File: config.mk
export PLATFORM = sky130hd
export DESIGN_NAME = dma_page_xlate
export DESIGN_NICKNAME = d
export VERILOG_FILES = /design/src/rtl/dpg_pkg.sv /design/src/rtl/dpg_page_bank.sv /design/src/rtl/dpg_chan_track.sv /design/src/rtl/dpg_addr_form.sv /design/src/rtl/dma_page_xlate.sv
export SDC_FILE = /design/constraint.sdc
export NUM_CORES = 1
export LEC_CHECK = 0
export ABC_CLOCK_PERIOD_IN_PS = 3900
export BUFFER_PORTS_ARGS = -buffer_cell sky130_fd_sc_hd__buf_4
export CORE_MARGIN = 4
export CORE_UTILIZATION = 52
export CTS_BUF_LIST = sky130_fd_sc_hd__clkbuf_16
export DETAILED_ROUTE_END_ITERATION = 12
export GPL_TIMING_DRIVEN = 0
export PLACE_DENSITY = 0.75
export SYNTH_ARGS = -nofsm -noshare
export SYNTH_HDL_FRONTEND = slang
export SYNTH_SLANG_ARGS = --single-unit
File: constraint.sdc
create_clock -name clk -period 3.9 [get_ports clk]
set_clock_uncertainty 0.1 [all_clocks]
set_input_delay 0.78 -clock clk [delete_from_list [all_inputs] [get_ports clk]]
set_output_delay 0.78 -clock clk [all_outputs]
set_load 0.005 [all_outputs]
File: src/rtl/dpg_pkg.sv
package dpg_pkg;
  localparam int NUM_CH   = 8;
  localparam int NUM_PG   = 16;
  localparam int PG_W     = 8;
  localparam int OFF_W    = 16;
  localparam int ADDR_W   = PG_W + OFF_W;
  localparam int CH_W     = $clog2(NUM_CH);
  localparam int PGI_W    = $clog2(NUM_PG);
  localparam int CASC_CH  = NUM_CH / 2;

  // channel to page register index (irregular legacy map)
  function automatic logic [PGI_W-1:0] page_index(input logic [CH_W-1:0] ch);
    logic [PGI_W-1:0] idx;
    case (ch)
      3'd0:    idx = 4'd7;
      3'd1:    idx = 4'd3;
      3'd2:    idx = 4'd1;
      3'd3:    idx = 4'd2;
      3'd5:    idx = 4'd11;
      3'd6:    idx = 4'd9;
      3'd7:    idx = 4'd10;
      default: idx = 4'd0;
    endcase
    return idx;
  endfunction
endpackage

File: src/rtl/dpg_page_bank.sv
module dpg_page_bank #(
  parameter int NUM   = 16,
  parameter int W     = 8,
  localparam int IW   = $clog2(NUM)
) (
  input  logic          clk,
  input  logic          rst_n,
  input  logic          wr,
  input  logic [IW-1:0] waddr,
  input  logic [W-1:0]  wdata,
  input  logic [IW-1:0] raddr_a,
  output logic [W-1:0]  rdata_a,
  input  logic [IW-1:0] raddr_b,
  output logic [W-1:0]  rdata_b
);
  logic [W-1:0] pages [NUM];

  for (genvar g = 0; g < NUM; g++) begin : g_reg
    logic         en;
    logic [W-1:0] nxt;
    always_comb begin
      en  = wr && (waddr == IW'(g));
      nxt = en ? wdata : pages[g];
    end
    always_ff @(posedge clk or negedge rst_n) begin
      if (!rst_n) pages[g] <= '0;
      else        pages[g] <= nxt;
    end
  end

  assign rdata_a = pages[raddr_a];
  assign rdata_b = pages[raddr_b];


  page_store_chk: assert property (@(posedge clk) disable iff (!rst_n)
    wr |=> pages[$past(waddr)] == $past(wdata));
endmodule

File: src/rtl/dpg_chan_track.sv
module dpg_chan_track #(
  parameter int NCH  = 8,
  localparam int CW  = $clog2(NCH)
) (
  input  logic           clk,
  input  logic           rst_n,
  input  logic [NCH-1:0] ack_n,
  input  logic           eop,
  output logic           act_vld,
  output logic [CW-1:0]  act_ch,
  output logic [NCH-1:0] tc
);
  logic [NCH-1:0] ack_q;
  logic           vld_nxt;
  logic [CW-1:0]  ch_nxt;

  always_comb begin
    vld_nxt = act_vld;
    ch_nxt  = act_ch;
    for (int c = 0; c < NCH; c++) begin
      if (ack_q[c] && !ack_n[c]) begin
        vld_nxt = 1'b1;
        ch_nxt  = CW'(c);
      end else if (!ack_q[c] && ack_n[c] && vld_nxt && (ch_nxt == CW'(c))) begin
        vld_nxt = 1'b0;
      end
    end
  end

  always_ff @(posedge clk or negedge rst_n) begin
    if (!rst_n) begin
      ack_q   <= '1;
      act_vld <= 1'b0;
      act_ch  <= '0;
    end else begin
      ack_q   <= ack_n;
      act_vld <= vld_nxt;
      act_ch  <= ch_nxt;
    end
  end

  always_comb begin
    tc = '0;
    if (act_vld && eop) tc[act_ch] = 1'b1;
  end


  tc_onehot_chk: assert property (@(posedge clk) disable iff (!rst_n) $onehot0(tc));

  fall_act_chk: assert property (@(posedge clk) disable iff (!rst_n)
    (ack_q[0] && !ack_n[0] && (ack_n[NCH-1:1] == ack_q[NCH-1:1])) |=> (act_vld && act_ch == '0));
endmodule

File: src/rtl/dpg_addr_form.sv
module dpg_addr_form #(
  parameter int PW    = 8,
  parameter int OW    = 16,
  parameter int NCH   = 8,
  localparam int AW   = PW + OW,
  localparam int CW   = $clog2(NCH),
  localparam int CASC = NCH / 2
) (
  input  logic          vld,
  input  logic [CW-1:0] ch,
  input  logic [PW-1:0] page,
  input  logic [OW-1:0] off,
  output logic [AW-1:0] addr,
  output logic          word
);
  always_comb begin
    word = 1'b0;
    addr = '0;
    if (vld) begin
      if (ch == CW'(CASC)) begin
        addr = {{PW{1'b1}}, {OW{1'b0}}};
      end else if (ch > CW'(CASC)) begin
        word = 1'b1;
        addr = {page[PW-1:1], off, 1'b0};
      end else begin
        addr = {page, off};
      end
    end
  end
endmodule

File: src/rtl/dma_page_xlate.sv
module dma_page_xlate
  import dpg_pkg::*;
(
  input  logic                clk,
  input  logic                rst_n,
  input  logic                io_wr,
  input  logic [PGI_W-1:0]    io_addr,
  input  logic [PG_W-1:0]     io_wdata,
  output logic [PG_W-1:0]     io_rdata,
  input  logic [NUM_CH-1:0]   ack_n,
  input  logic                eop,
  output logic [NUM_CH-1:0]   tc,
  input  logic [OFF_W-1:0]    dma_off,
  input  logic                dma_rd,
  output logic [7:0]          dma_rdata,
  input  logic                dma_wr,
  input  logic [7:0]          dma_wdata,
  output logic [ADDR_W-1:0]   mem_addr,
  output logic                mem_word,
  output logic                mem_re,
  output logic                mem_we,
  input  logic [15:0]         mem_rdata,
  output logic [15:0]         mem_wdata
);
  logic            act_vld;
  logic [CH_W-1:0] act_ch;
  logic [PG_W-1:0] act_page;
  logic [7:0]      hi_q, hi_nxt;
  logic            hi_en;

  dpg_page_bank #(.NUM(NUM_PG), .W(PG_W)) u_bank (
    .clk(clk), .rst_n(rst_n), .wr(io_wr), .waddr(io_addr), .wdata(io_wdata),
    .raddr_a(io_addr), .rdata_a(io_rdata),
    .raddr_b(page_index(act_ch)), .rdata_b(act_page)
  );

  dpg_chan_track #(.NCH(NUM_CH)) u_track (
    .clk(clk), .rst_n(rst_n), .ack_n(ack_n), .eop(eop),
    .act_vld(act_vld), .act_ch(act_ch), .tc(tc)
  );

  dpg_addr_form #(.PW(PG_W), .OW(OFF_W), .NCH(NUM_CH)) u_form (
    .vld(act_vld), .ch(act_ch), .page(act_page), .off(dma_off),
    .addr(mem_addr), .word(mem_word)
  );

  always_comb begin
    mem_re    = dma_rd && act_vld;
    mem_we    = dma_wr && act_vld;
    dma_rdata = act_vld ? mem_rdata[7:0] : 8'hFF;
    mem_wdata = {mem_word ? hi_q : 8'h00, dma_wdata};
    hi_en     = mem_re && mem_word;
    hi_nxt    = hi_en ? mem_rdata[15:8] : hi_q;
  end

  always_ff @(posedge clk or negedge rst_n) begin
    if (!rst_n) hi_q <= 8'hFF;
    else        hi_q <= hi_nxt;
  end


  idle_quiet_chk: assert property (@(posedge clk) disable iff (!rst_n)
    (tc == '0 && !act_vld) |-> (!mem_re && !mem_we));

  hi_capture_chk: assert property (@(posedge clk) disable iff (!rst_n)
    (mem_re && mem_word) |=> hi_q == $past(mem_rdata[15:8]));

  word_align_chk: assert property (@(posedge clk) disable iff (!rst_n)
    mem_word |-> !mem_addr[0]);

  casc_addr_chk: assert property (@(posedge clk) disable iff (!rst_n)
    (act_vld && act_ch == CH_W'(CASC_CH)) |-> (mem_addr[OFF_W-1:0] == '0 && !mem_word));
endmodule

==> After elaboration in Yosys (flattened, before gate mapping) <==
Cells that the tools add are included.
{ "totals": {"regBits": 148, "latch_bits": 0, "mem_bits_rw": 0, "romBits": 0, "inputBits": 66, "out_inout_bits": 67, "elab_cells": 169, "mem_count": 0} }
{ "classes": {"addsub": 0, "mul": 0, "div": 0, "n_lt_le_gt_ge": 5, "n_eq_ne": 29, "n_shift": 0, "mux": 42, "bitwise_logic": 2, "n_reduce_logical": 71} }
{ "op_table": {"columns": ["operator", "n"], "rows": [
  ["$bmux 8 s4", 2],
  ["$mux 8", 7],
  ["$logic_and 1x1->1", 53],
  ["$mux 24", 2],
  ["$eq 4x4->1 const B", 8],
  ["$pmux 4 s7", 1],
  ["$eq 3x3->1 const B", 8],
  ["$mux 3", 8],
  ["$mux 1", 20],
  ["$mux 17", 1],
  ["$eq 4x3->1 const B", 4],
  ["$logic_not 1->1", 16],
  ["$eq 3x2->1 const B", 4],
  ["$ge 5x5->1 const B", 2],
  ["$not 4->5", 2],
  ["$eq 4x2->1 const B", 2],
  ["$eq 3x1->1 const B", 2],
  ["$eq 4x1->1 const B", 1],
  ["$logic_not 4->1", 1],
  ["$lt 3x4->1 const B", 1],
  ["$demux 1 s3", 1],
  ["$ge 3x1->1 const B", 1],
  ["$gt 3x3->1 const B", 1],
  ["$logic_not 3->1", 1]
]} }

==> Longest topological paths before layout <==
{ "logic_depth": {"ltp_word": 34, "ltp_mapped": 7, "mapped_depth_nobuf": 5} }

==> Modules after synthesis <==
Synthesis repeated with hierarchy kept, for this count alone.
{ "unflattened": {"cells_unflattened": 615, "area_unflattened_um2": 8428.1} }
{ "modules_own_cells": {"columns": ["mod", "n_inst", "cells_per_inst", "area_per_inst_um2", "seq_area_each_um2"], "rows": [
  ["dpg_page_bank", 1, 434, 6750.2, 3203.1],
  ["dpg_chan_track", 1, 62, 644.4, 310.3],
  ["dma_page_xlate", 1, 49, 536.8, 210.2],
  ["dpg_addr_form", 1, 70, 496.7, 0.0]
]} }

==> Least setup slack after synthesis <==
OpenSTA, ideal clock, no wires.
{ "synth_path": {"path_kind": "input port to output port", "startpoint": "input io_addr[0]", "endpoint": "output io_rdata[3]", "arrival_ns": 1.956, "t_required_ns": 3.020, "setup_slack_ns": 1.064, "path_stages": 4, "n_path_buf": 2, "path_cell_list": "buf_2 buf_2 mux4_2 mux4_2"} }
{ "synth_via": {"elab_chain_cells": 4} }
{ "synth_rtl": {"columns": ["element", "line_no", "source"], "rows": [
  ["from (decl)", "dma_page_xlate.sv:7", "input logic [PGI_W-1:0] io_addr,"],
  ["$not 4->5 (implied by the code)", "dpg_page_bank.sv:31", "assign rdata_a = pages[raddr_a];"],
  ["$bmux 8 s4", "dpg_page_bank.sv:31", null],
  ["$mux 8 (implied by the code) (2 in series)", "dpg_page_bank.sv:31", null],
  ["to (decl)", "dma_page_xlate.sv:9", "output logic [PG_W-1:0] io_rdata,"]
]} }
Every way passes these cells. The select of a mux whose other input is x is not followed.

==> Worst setup path in the final report <==
{ "layout_path": {"startpoint": "register u_track.act_ch[1]", "endpoint": "output mem_addr[20]"} }
{ "layout_via": {"elab_chain_cells": 8, "word_cells_on_any_way": 15, "cone_classes": "7 x eq/ne; 6 x mux; 1 x bitwise; 1 x reduce/logical"} }
{ "layout_rtl": {"columns": ["element", "line_no", "source"], "rows": [
  ["from (decl)", "dpg_chan_track.sv:10", "output logic [CW-1:0] act_ch,"],
  ["from (signal assigned)", "dpg_chan_track.sv:38", "act_ch <= ch_nxt;"],
  ["$eq 3x3->1 (tied with other cells)", "dpg_pkg.sv:14", "case (ch)"],
  ["$pmux 4 s7", "dpg_pkg.sv:14", null],
  ["$not 4->5 (implied by the code)", "dpg_page_bank.sv:32", "assign rdata_b = pages[raddr_b];"],
  ["$bmux 8 s4", "dpg_page_bank.sv:32", null],
  ["$mux 8 (implied by the code) (2 in series)", "dpg_page_bank.sv:32", null],
  ["$mux 24 (*)", "dpg_addr_form.sv:20", "if (ch == CW'(CASC)) begin"],
  ["$mux 24 (*)", "dpg_addr_form.sv:19", "if (vld) begin"],
  ["to (decl)", "dma_page_xlate.sv:18", "output logic [ADDR_W-1:0] mem_addr,"]
]} }
Every way passes the cells marked *; elsewhere a longest branch is shown, timed or not. The select of a mux whose other input is x is not followed.

==> flow_summary.ini <==
[detailed_routing]
vias = 5769
dr.first_iter.drc_count = 398
ant_nets = 0
vias_per_cell = 6.22
routed_wl_mm = 22.6
drt_pass1_iterations = 5
wl_per_cell_um = 24.3
drc = 0

[critical_path]
crit_required_ps = 3020
cp-end-kind = primary output
setup.worst_path.start = u_track.act_ch[1]
start_kind = flop
cp_max_fo = 10
critPathArrivalTime_ps = 2630
reg2reg_from = u_track.act_ch[0]
r2r_setup_slack_ps = 1890
reg2regPathDepth = 7
worstReg2RegEnd = u_track.act_vld
critical_path_class = reg2out

[timing]
hold_viol_final = 0
tns_ps = 0
rsz0062_at_grt = no
max-slew-margin-rel = 0.437
maxSlewViolCount = 0
period_minus_slack_ps = 3510
worst_pin_slew_ps = 843
setup_viol = 0
period_share = 0.899
fmax_ghz = 0.285

[logic_synthesis]
yosysTopAreaCell = dfrtp_1
ys_types = 47
ys_top_cells_by_count = mux2_2, dfrtp_1, nor2b_1
syn-cell-area_um2 = 7870
yosysMostFrequentCell = mux2_2
synth_seq_area_share = 0.473
ys_dominant_reg_cell = dfrtp_1
synth_edf_count = 0
syn-num-nets = 653
synthTopCellsByArea = dfrtp_1, mux2_2, mux4_2
syn_inst = 587
yosys_warnings = 0
synth_top_area_frac = 0.420
ys_ff_latch = 148
synthArstFlopShare = 1.00
syn_avg_cell_area_um2 = 13.4

[clock_tree]
clock_latency_ps = 430
clkSinkCount = 148
cts_tree = yes
postCtsHoldBufs = 0
cts_buffers = 17
htree_levels = 4
cts_root_buf = clkbuf_16
clk_pin_slew_ps = 60
clk_path_buf_depth = 2
cts_resized = 0
post_cts_buffers = 0

[hold_path]
hp-class = in2async

[global_routing]
grt_antenna_before_repair = 0
overflow = 0
grtUsageTotal = 0.273
grt_pass1_wl_mm = 34.1
grt_max_degree = 106
grt_pass1_vias = 6031

[layout]
drive_above_1_share = 0.510
fin_util = 0.659
area_delta_synth_final_pct = 23.2
nets = 796
diodes = 0
fillers = 1111

[floorplan]
die_w_um = 131
coreArea_um2 = 14700
start_util = 0.535
die_y_um = 131
dieArea_um2 = 17200
num_rows = 44
pin_count = 133

[job]
max_cap_violations = 0

[power]
power_density_nw_per_um2 = 531
ir_drop_mv = 0.310
leakagePower_nw = 4.27

[placement]
io_buffers = 123
dp_hpwl_mm = 15.4
place_congestion = 0.889

[outcome]
outcome = complete, no violations
-- metal layers --
layer / vias up / GRT usage / part of all wire
met2: 289 / 0.431 / 0.48
met4: 0 / 0.129 / 0.037
met5: - / 0 / 0
met1: 2941 / 0.360 / 0.40
met3: 59 / 0.0610 / 0.089
li1: 2480 / - / -
-- registers in the layout, summed over array words and instances (netlist names) --
register,flops
hi_q,8
u_bank.pages,128
u_track.ack_q,8
u_track.act_ch,3
u_track.act_vld,1
-- through the flow --
stage | total power, mW | area (µm²) | setup WS (ps) | hold WS (ps) | std cells
2_1_floorplan | 2.85 | 7870 | 1060 | 352 | 587
3_3_place_gp | 3.31 | 9020 | 439 | 365 | 894
3_5_place_dp | 3.39 | 9050 | 406 | 387 | 895
4_1_cts | 5.17 | 9690 | 392 | 173 | 927
5_1_grt | 5.38 | 9690 | 303 | 187 | 927
6_report | 5.15 | 9690 | 393 | 169 | 927
-- power by group --
group          switching, mW  internal, mW  total (mW)  leakage [nW]
registers              0.205          1.89        2.10          1.78
logic                  0.519         0.752        1.27          2.19
clock network          0.653          1.13        1.78         0.304
-- worst max path at each step --
stage	to
finish	mem_addr[20]
global route	mem_addr[15]
CTS	io_rdata[6]
detailed placement	io_rdata[6]
global placement	io_rdata[4]
floorplan	io_rdata[3]
-- worst max-delay path: stages (launching register included) --
cell	delay, ps
dfrtp_1	320
buf_4	180
inv_1	80
buf_2	220
nor2_1	580
a22oi_1	190
o221ai_1	240
and2_1	240
buf_4	140
-- cells in the final DEF (no fill, tap or decap), types with 7 or more instances in the layout --
master	synthesis	routed
dfstp_2	16	16
o221ai_1	13	13
nor2b_1	28	28
nor2_1	18	18
mux4_1	15	15
mux4_2	27	27
nor2_2	7	7
dfrtp_1	132	132
buf_2	16	16
and3_1	9	9
nand2b_1	20	20
a21oi_1	26	26
and2_1	10	10
mux2_2	137	137
nand2_1	23	23
clkbuf_1	16	16
clkbuf_16	0	17
buf_4	10	132
-- layout make-up --
cell class	instances	area [µm²]	area share
repair buffers	124	955	0.0985
multi-input cells	386	3850	0.397
plain buffers	49	279	0.0288
inverters	4	15.0	0.00155
flip-flops and latches	148	3720	0.384
clock inverters	15	213	0.0219
well taps	184	230	0.0238
clock buffers	17	425	0.0439
-- logic make-up after synthesis --
family	count (synthesis)	synth area share
AOI/OAI and AO/OA	61	0.0531
buffers and inverters	53	0.0374
DFF	148	0.473
muxes	191	0.340
and+or+nand+nor	134	0.0968
No activity file was read; power rests on OpenSTA's default activity.
